$ cat src/rtl/irqc_pkg.sv
// Package irqc_pkg: shared constants for the interrupt controller.
// Assumes nothing beyond a line count of at least two.
package irqc_pkg;
    parameter int unsigned IRQC_DEF_LINES = 8;
    parameter int unsigned IRQC_SYNC_STAGES = 2;
endpackage

$ cat src/rtl/irqc_edge_sync.sv
// Module irqc_edge_sync: per-line two-flop synchronizer followed by a
// rising-edge detector. rise[i] is high for one cycle per input rise.
// Assumes each input pulse is held across at least one rising clock edge.
module irqc_edge_sync #(
    parameter int unsigned N = 8
) (
    input  logic         clk,
    input  logic         rst_n,
    input  logic [N-1:0] async_in,
    output logic [N-1:0] rise
);
    for (genvar g = 0; g < N; g++) begin : g_line
        logic meta_q, stab_q, last_q;

        // Synchronize the line and keep the previous synchronized value.
        always_ff @(posedge clk) begin
            if (!rst_n) begin
                meta_q <= 1'b0;
                stab_q <= 1'b0;
                last_q <= 1'b0;
            end else begin
                meta_q <= async_in[g];
                stab_q <= meta_q;
                last_q <= stab_q;
            end
        end

        // A low-to-high change of the synchronized value marks one event.
        assign rise[g] = stab_q & ~last_q;
    end
endmodule

$ cat src/rtl/irqc_pick.sv
// Module irqc_pick: fixed-priority finder, the lowest set index wins.
// Assumes nothing about how many request bits are set.
module irqc_pick #(
    parameter int unsigned N   = 8,
    localparam int unsigned IW = $clog2(N)
) (
    input  logic [N-1:0]  req,
    output logic          found,
    output logic [IW-1:0] idx
);
    // Scan from the top down so that the lowest set index is kept last.
    always_comb begin
        found = 1'b0;
        idx   = '0;
        for (int i = N - 1; i >= 0; i--) begin
            if (req[i]) begin
                found = 1'b1;
                idx   = IW'(i);
            end
        end
    end
endmodule

$ cat src/rtl/prio_irq_ctrl.sv
// Module prio_irq_ctrl: nested fixed-priority interrupt controller.
// Latches synchronized edges as pending, applies a software mask, presents
// the best candidate that beats every in-service level, and moves a line
// to in-service on acknowledge. End-of-service retires the top level.
// Assumes one-cycle ack and EOI strobes from the core.
module prio_irq_ctrl #(
    parameter int unsigned N_LINES = irqc_pkg::IRQC_DEF_LINES,
    localparam int unsigned VW     = $clog2(N_LINES)
) (
    input  logic               clk,
    input  logic               rst_n,
    input  logic [N_LINES-1:0] irq_in,
    input  logic               mask_we,
    input  logic [N_LINES-1:0] mask_wdata,
    output logic [N_LINES-1:0] mask_rdata,
    output logic               cpu_irq,
    output logic [VW-1:0]      cpu_vector,
    input  logic               cpu_ack,
    input  logic               cpu_eoi
);
    localparam logic [N_LINES-1:0] ONE = {{(N_LINES-1){1'b0}}, 1'b1};

    logic [N_LINES-1:0] pend_q, isr_q, mask_q;
    logic [N_LINES-1:0] edge_rise, cand, take_bit, done_bit;
    logic               cand_found, act_found, take;
    logic [VW-1:0]      cand_idx, act_idx;

    irqc_edge_sync #(.N(N_LINES)) u_sync (
        .clk(clk), .rst_n(rst_n), .async_in(irq_in), .rise(edge_rise)
    );

    assign cand = pend_q & ~mask_q;

    irqc_pick #(.N(N_LINES)) u_cand (.req(cand),  .found(cand_found), .idx(cand_idx));
    irqc_pick #(.N(N_LINES)) u_act  (.req(isr_q), .found(act_found),  .idx(act_idx));

    // Present the candidate only if it outranks every active level.
    always_comb begin
        cpu_irq  = cand_found && (!act_found || (cand_idx < act_idx));
        take     = cpu_ack && cpu_irq;
        take_bit = take ? (ONE << cand_idx) : '0;
        done_bit = (cpu_eoi && act_found) ? (ONE << act_idx) : '0;
    end

    assign cpu_vector = cand_idx;
    assign mask_rdata = mask_q;

    // Pending: clear on acknowledge, and a new edge in the same cycle wins.
    always_ff @(posedge clk) begin
        if (!rst_n) pend_q <= '0;
        else        pend_q <= (pend_q & ~take_bit) | edge_rise;
    end

    // In-service: set on acknowledge, retire the top level on EOI.
    always_ff @(posedge clk) begin
        if (!rst_n) isr_q <= '0;
        else        isr_q <= (isr_q & ~done_bit) | take_bit;
    end

    // Mask register: loaded by software, all lines masked out of reset.
    always_ff @(posedge clk) begin
        if (!rst_n)       mask_q <= '1;
        else if (mask_we) mask_q <= mask_wdata;
    end
endmodule

$ cat config.mk
export PLATFORM = sky130hd
export DESIGN_NAME = prio_irq_ctrl
export DESIGN_NICKNAME = d
export VERILOG_FILES = /design/src/rtl/irqc_pkg.sv /design/src/rtl/irqc_edge_sync.sv /design/src/rtl/irqc_pick.sv /design/src/rtl/prio_irq_ctrl.sv
export SDC_FILE = /design/constraint.sdc
export NUM_CORES = 1
export LEC_CHECK = 0
export BUFFER_PORTS_ARGS = -buffer_cell sky130_fd_sc_hd__buf_4
export CAP_MARGIN = 0
export CORE_MARGIN = 5
export CORE_UTILIZATION = 58
export CTS_BUF_LIST = sky130_fd_sc_hd__clkbuf_8
export DETAILED_ROUTE_END_ITERATION = 10
export GPL_ROUTABILITY_DRIVEN = 0
export PLACE_DENSITY = 0.82
export SETUP_SLACK_MARGIN = 0.15
export SLEW_MARGIN = 25
export SYNTH_ARGS = -nofsm -noshare
export SYNTH_HDL_FRONTEND = slang
export SYNTH_SLANG_ARGS = --single-unit
$ cat constraint.sdc
create_clock -name clk -period 3 [get_ports clk]
set_input_delay 0.3 -clock clk [delete_from_list [all_inputs] [get_ports clk]]
set_output_delay 0.3 -clock clk [all_outputs]
set_load 0.03 [all_outputs]
* Yosys cells after proc, flatten, opt, wreduce, memory -nomap -nowiden *
Index checks and enable logic that the tools add are counted.

word-level totals
  register bits after elaboration = 48
  bits of input ports = 21
  word-level logic and storage cells = 93

cells by class
  $lt $le $gt $ge = 1
  shift operators = 2
  multiplexer cells = 34
  bitwise gates (word level) = 24
  reductions and logical operators = 5

operators by type and width
  operator             number
  $mux 3               16
  $and 8x8->8          3
  $not 8->8            3
  $mux 1               16
  $mux 8               2
  $or 8x8->8           2
  $shl 1x3->8 const A  2
  $and 1x1->1          8
  $not 1->1            8
  $logic_and 1x1->1    3
  $lt 3x3->1           1
  $logic_not 1->1      1
  $logic_or 1x1->1     1

* Logic depth before layout (Yosys ltp) *
  word-level depth = 18
  depth in mapped cells = 10
  mapped depth without buffers = 10

* By module *
From an unflattened synthesis, not the netlist that was laid out.

second synthesis, totals
  cells, all modules = 204
  area, all modules = 1,963.1 um^2

modules (own cells, without submodules)
  module          instances  cells each  area each (um^2)
  prio_irq_ctrl   1          120         1,088.5
  irqc_edge_sync  1          58          714.4
  irqc_pick       2          13          80.1

* Worst setup path after synthesis *
No wires, ideal clock.

  path type = register to output
  from = register mask_q[6], in the netlist mask_rdata[6]
  to = output port cpu_irq
  arrival = 2.747 ns
  data required time = 2.700 ns
  path slack = -0.047 ns
  cell stages (with the launch flop) = 10
  path buffers = 0
  cell sequence = dfxtp_1 -> nand2b_1 -> a211oi_1 -> o311ai_2 -> inv_2 -> ha_1 -> o21a_1 -> o22ai_4 -> a31oi_1 -> a21oi_1

between the ends
  word-level cells in the longest chain between the ends = 12
  elaborated cells between the ends (all ways) = 19

RTL lines
  what                     RTL line             source
  start, declared          prio_irq_ctrl.sv:23  logic [N_LINES-1:0] pend_q, isr_q, mask_q;
  start signal, assigned   prio_irq_ctrl.sv:63  else if (mask_we) mask_q <= mask_wdata;
  $not 8->8                prio_irq_ctrl.sv:32  assign cand = pend_q & ~mask_q;
  $and 8x8->8              prio_irq_ctrl.sv:32
  $mux 3 (7 in series)     irqc_pick.sv:16      if (req[i]) begin
  named net cpu_vector[1]  prio_irq_ctrl.sv:17  output logic [VW-1:0] cpu_vector,
  $lt 3x3->1               prio_irq_ctrl.sv:39  cpu_irq = cand_found && (!act_found || (cand_idx < act_idx));
  $logic_or 1x1->1         prio_irq_ctrl.sv:39
  $logic_and 1x1->1        prio_irq_ctrl.sv:39
  end, declared            prio_irq_ctrl.sv:16  output logic cpu_irq,

The timed path passes the listed nets, and every way through them passes these cells.

* Worst setup path after layout *
  from = register mask_q[4], in the netlist mask_rdata[4]
  to = output port cpu_irq

between the ends
  word-level cells in the longest chain between the ends = 10
  elaborated cells between the ends (all ways) = 15

RTL lines
  what                  RTL line
  $not 8->8 *           prio_irq_ctrl.sv:32
  $and 8x8->8 *         prio_irq_ctrl.sv:32
  $mux 3 (5 in series)  irqc_pick.sv:16
  $lt 3x3->1            prio_irq_ctrl.sv:39
  $logic_or 1x1->1      prio_irq_ctrl.sv:39
  $logic_and 1x1->1 *   prio_irq_ctrl.sv:39

Mark *: on every way between the ends. The rest lies on a longest branch, timed or not.

==> impl_metrics.env <==
export IMPL_io_buffers=32
export IMPL_synth_area_um2=2050
export IMPL_die_h_um=69.4
export IMPL_period_minus_slack_ps=2750
export IMPL_finalSetupViolations=0
export IMPL_hold_viol_final=0
export IMPL_ys_seq_area_share_pct=46.9
export IMPL_top_usage_layer="met2"
export IMPL_fmax_mhz=363
export IMPL_clock_sinks=48
export IMPL_slew_viol_final=0
export IMPL_tns_ps=0
export IMPL_initial_core_util_pct=60.4
export IMPL_drt_iter0_markers=194
export IMPL_use_met3_pct=5.07
export IMPL_design_area_um2=2520
export IMPL_rr_worst_depth=10
export IMPL_tightest_slew_ps=959
export IMPL_cap_violations=0
export IMPL_crit_fanout=5
export IMPL_die_x_um=69.4
export IMPL_cts_tree="done"
export IMPL_dp_hpwl_mm=3.16
export IMPL_synth_cell_types=48
export IMPL_synth_nets=238
export IMPL_postSynthAreaPerCell_um2=9.53
export IMPL_start_kind="register"
export IMPL_yosysWarnings=0
export IMPL_routed_wl_mm=4.53
export IMPL_die_area_um2=4820
export IMPL_placed_area_um2=2340
export IMPL_core_um2=3390
export IMPL_min_period_over_period_pct=91.8
export IMPL_nNetsFinal=275
export IMPL_antenna_diode_count=0
export IMPL_grt_use_total_pct=18.7
export IMPL_row_count=21
export IMPL_path_class="reg -> out"
export IMPL_worstReg2RegStart="mask_rdata[4]"
export IMPL_clock_path_buffers=2
export IMPL_vias=1708
export IMPL_drive_gt1_share_pct=27.7
export IMPL_min_to="u_sync.g_line[4].meta_q"
export IMPL_hold_slack_ps=198
export IMPL_cp_end_kind="primary output"
export IMPL_final_cell_mix="44 x dfxtp_1, 37 x buf_4, 25 x and2_1"
export IMPL_hold_depth=2
export IMPL_grt_first_pass_wirelength_mm=7.39
export IMPL_seqCellArea_um2=966
export IMPL_netlist_instances=215
export IMPL_htree_levels=2
export IMPL_r2r_end="pend_q[1]"
export IMPL_num_io_pins=33
export IMPL_holdCritStartpoint="irq_in[4]"
export IMPL_p_leak_uw=0.00105
export IMPL_ant_nets=0
export IMPL_via_per_inst=5.71
export IMPL_final_common_cell="dfxtp_1"
export IMPL_skew_ps=6.59
export IMPL_grt_max_degree=49
export IMPL_multi_input_area_um2=1060
export IMPL_clock_latency_ps=310
export IMPL_cts_hold_buf=0
export IMPL_power_density_nw_per_um2=528
export IMPL_relSlewSlack_pct=35.3
export IMPL_n_fill_cell=264
export IMPL_grt_util_met2_pct=29.7
export IMPL_rsz0062_at_grt="false"
export IMPL_grt_util_met1_pct=24.1
export IMPL_ys_ff_latch=48
export IMPL_vdd_drop_max_uv=414
export IMPL_first_global_vias=1629
export IMPL_hold_path_class="in -> reg"
export IMPL_crit_arrival_ps=2450
export IMPL_root_buffer="clkbuf_8"
export IMPL_overflow=0
export IMPL_clkTransAtPathRegs_ps=90
export IMPL_drtPass1Iterations=4
export IMPL_r2r_slack_ps=500
export IMPL_antenna_found_initial=0
export IMPL_crit_required_ps=2700
export IMPL_wl_per_cell_um=15.2
export IMPL_synthToLayoutAreaGrowth_pct=22.9
export IMPL_cts_buffers=5
export IMPL_status="finished, final reports clean"
export IMPL_route_detailed_drc=0
per-stage QoR:
step                setup slack (ps)  power [µW]  util [%]  instances
floorplan                        166         788         -        215
global placement                 472         841      69.0        288
detailed placement               388         844      69.0        288
CTS                              177        1320      73.1        296
global route                     139        1370      74.3        299
finish                           246        1330      74.3        299
Yosys cell counts (all sizes together):
master   n  share of area, %
buf      2              0.92
a211oi   1              0.37
or3      1              0.31
o22ai    2               1.3
o21bai   1              0.37
nand2   15               2.7
o311a    1              0.55
a311oi   1              0.43
nor3     6               1.5
a21boi   1              0.37
a21o     1              0.37
o211ai   3               1.1
nor2b   10               3.1
and2    25               7.6
inv      8               1.5
a32o     2              0.98
a31oi    1              0.31
a41o     2               1.0
clkbuf   5              0.92
nand3    5               1.5
or4      2               1.1
nor4b    2              0.86
nor3b    2              0.73
o211a    2              0.98
a21oi   13               3.2
mux2i    8               3.9
nor2     8               1.5
a211o    1              0.49
o41ai    1              0.43
nand2b   6               1.8
ha       2               1.2
nand4    2              0.61
or2b     4               1.7
o21a     1              0.37
o311ai   3               1.6
dfxtp   48                47
and2b    2              0.73
a31o     2              0.86
o21ai    7               1.7
o31ai    5               1.8
nor4     1              0.31
how the worst max path moves through the flow:
| stage | start | to | slack (ps) | cells past startpoint |
|---|---|---|---|---|
| after floorplan | mask_rdata[2] | cpu_irq | 170 | 8 |
| after global placement | mask_rdata[4] | cpu_irq | 470 | 9 |
| after detailed placement | mask_rdata[4] | cpu_irq | 390 | 9 |
| after CTS | mask_rdata[4] | cpu_irq | 180 | 10 |
| after global routing | mask_rdata[4] | cpu_irq | 140 | 10 |
| final | mask_rdata[4] | cpu_irq | 250 | 10 |
where the power goes:
group          internal [µW]  total [µW]  switching (µW)
clock network            273         491             218
logic                   73.9         161            87.5
registers                663         678            14.6
total                   1010        1330             320
what timing repair did:
action                     4_1_cts  5_1_grt
resized for setup                3        4
pin swaps                        1        3
setup endpoints to repair        1        1
buffers inserted                 0        3
flip-flops by register name, summed over array words and instances (netlist names):
| signal | count |
|---|---|
| isr_q | 8 |
| mask_rdata | 8 |
| pend_q | 8 |
| u_sync.g_line.last_q | 8 |
| u_sync.g_line.meta_q | 8 |
| u_sync.g_line.stab_q | 8 |
worst max-delay path, stage by stage (launching register included):
cell and delay (ps):
dfxtp_2 340, and2b_2 270, a211oi_2 60, o311ai_2 290
inv_2 100, ha_1 300, o21a_1 200, o22ai_4 180
a31oi_4 80, a21oi_2 160, buf_4 170
per-layer routing:
layer,routed length (µm),up-vias,part of all wire (%)
met1,2010,779,44
met5,0,-,0
met2,2060,77,45
met4,102,0,2.3
met3,359,11,7.9
li1,-,841,-
layout make-up:
class | instances | share of cell area (%)
timing repair buffer | 37 | 11.0
tap | 46 | 2.29
multi-input combinational | 152 | 42.3
sequential | 48 | 38.4
clock inverter | 2 | 1.54
inverter | 8 | 1.19
clock buffer | 6 | 3.28
cells by family after synthesis:
kind of cell | share of synthesized area (%)
buffers and inverters | 3.30
and+or+nand+nor | 26.0
AOI/OAI and AO/OA | 18.6
muxes | 3.91
adders and majority gates | 1.22
DFF | 46.9
Note: power is estimated with default switching activity, not from simulation.
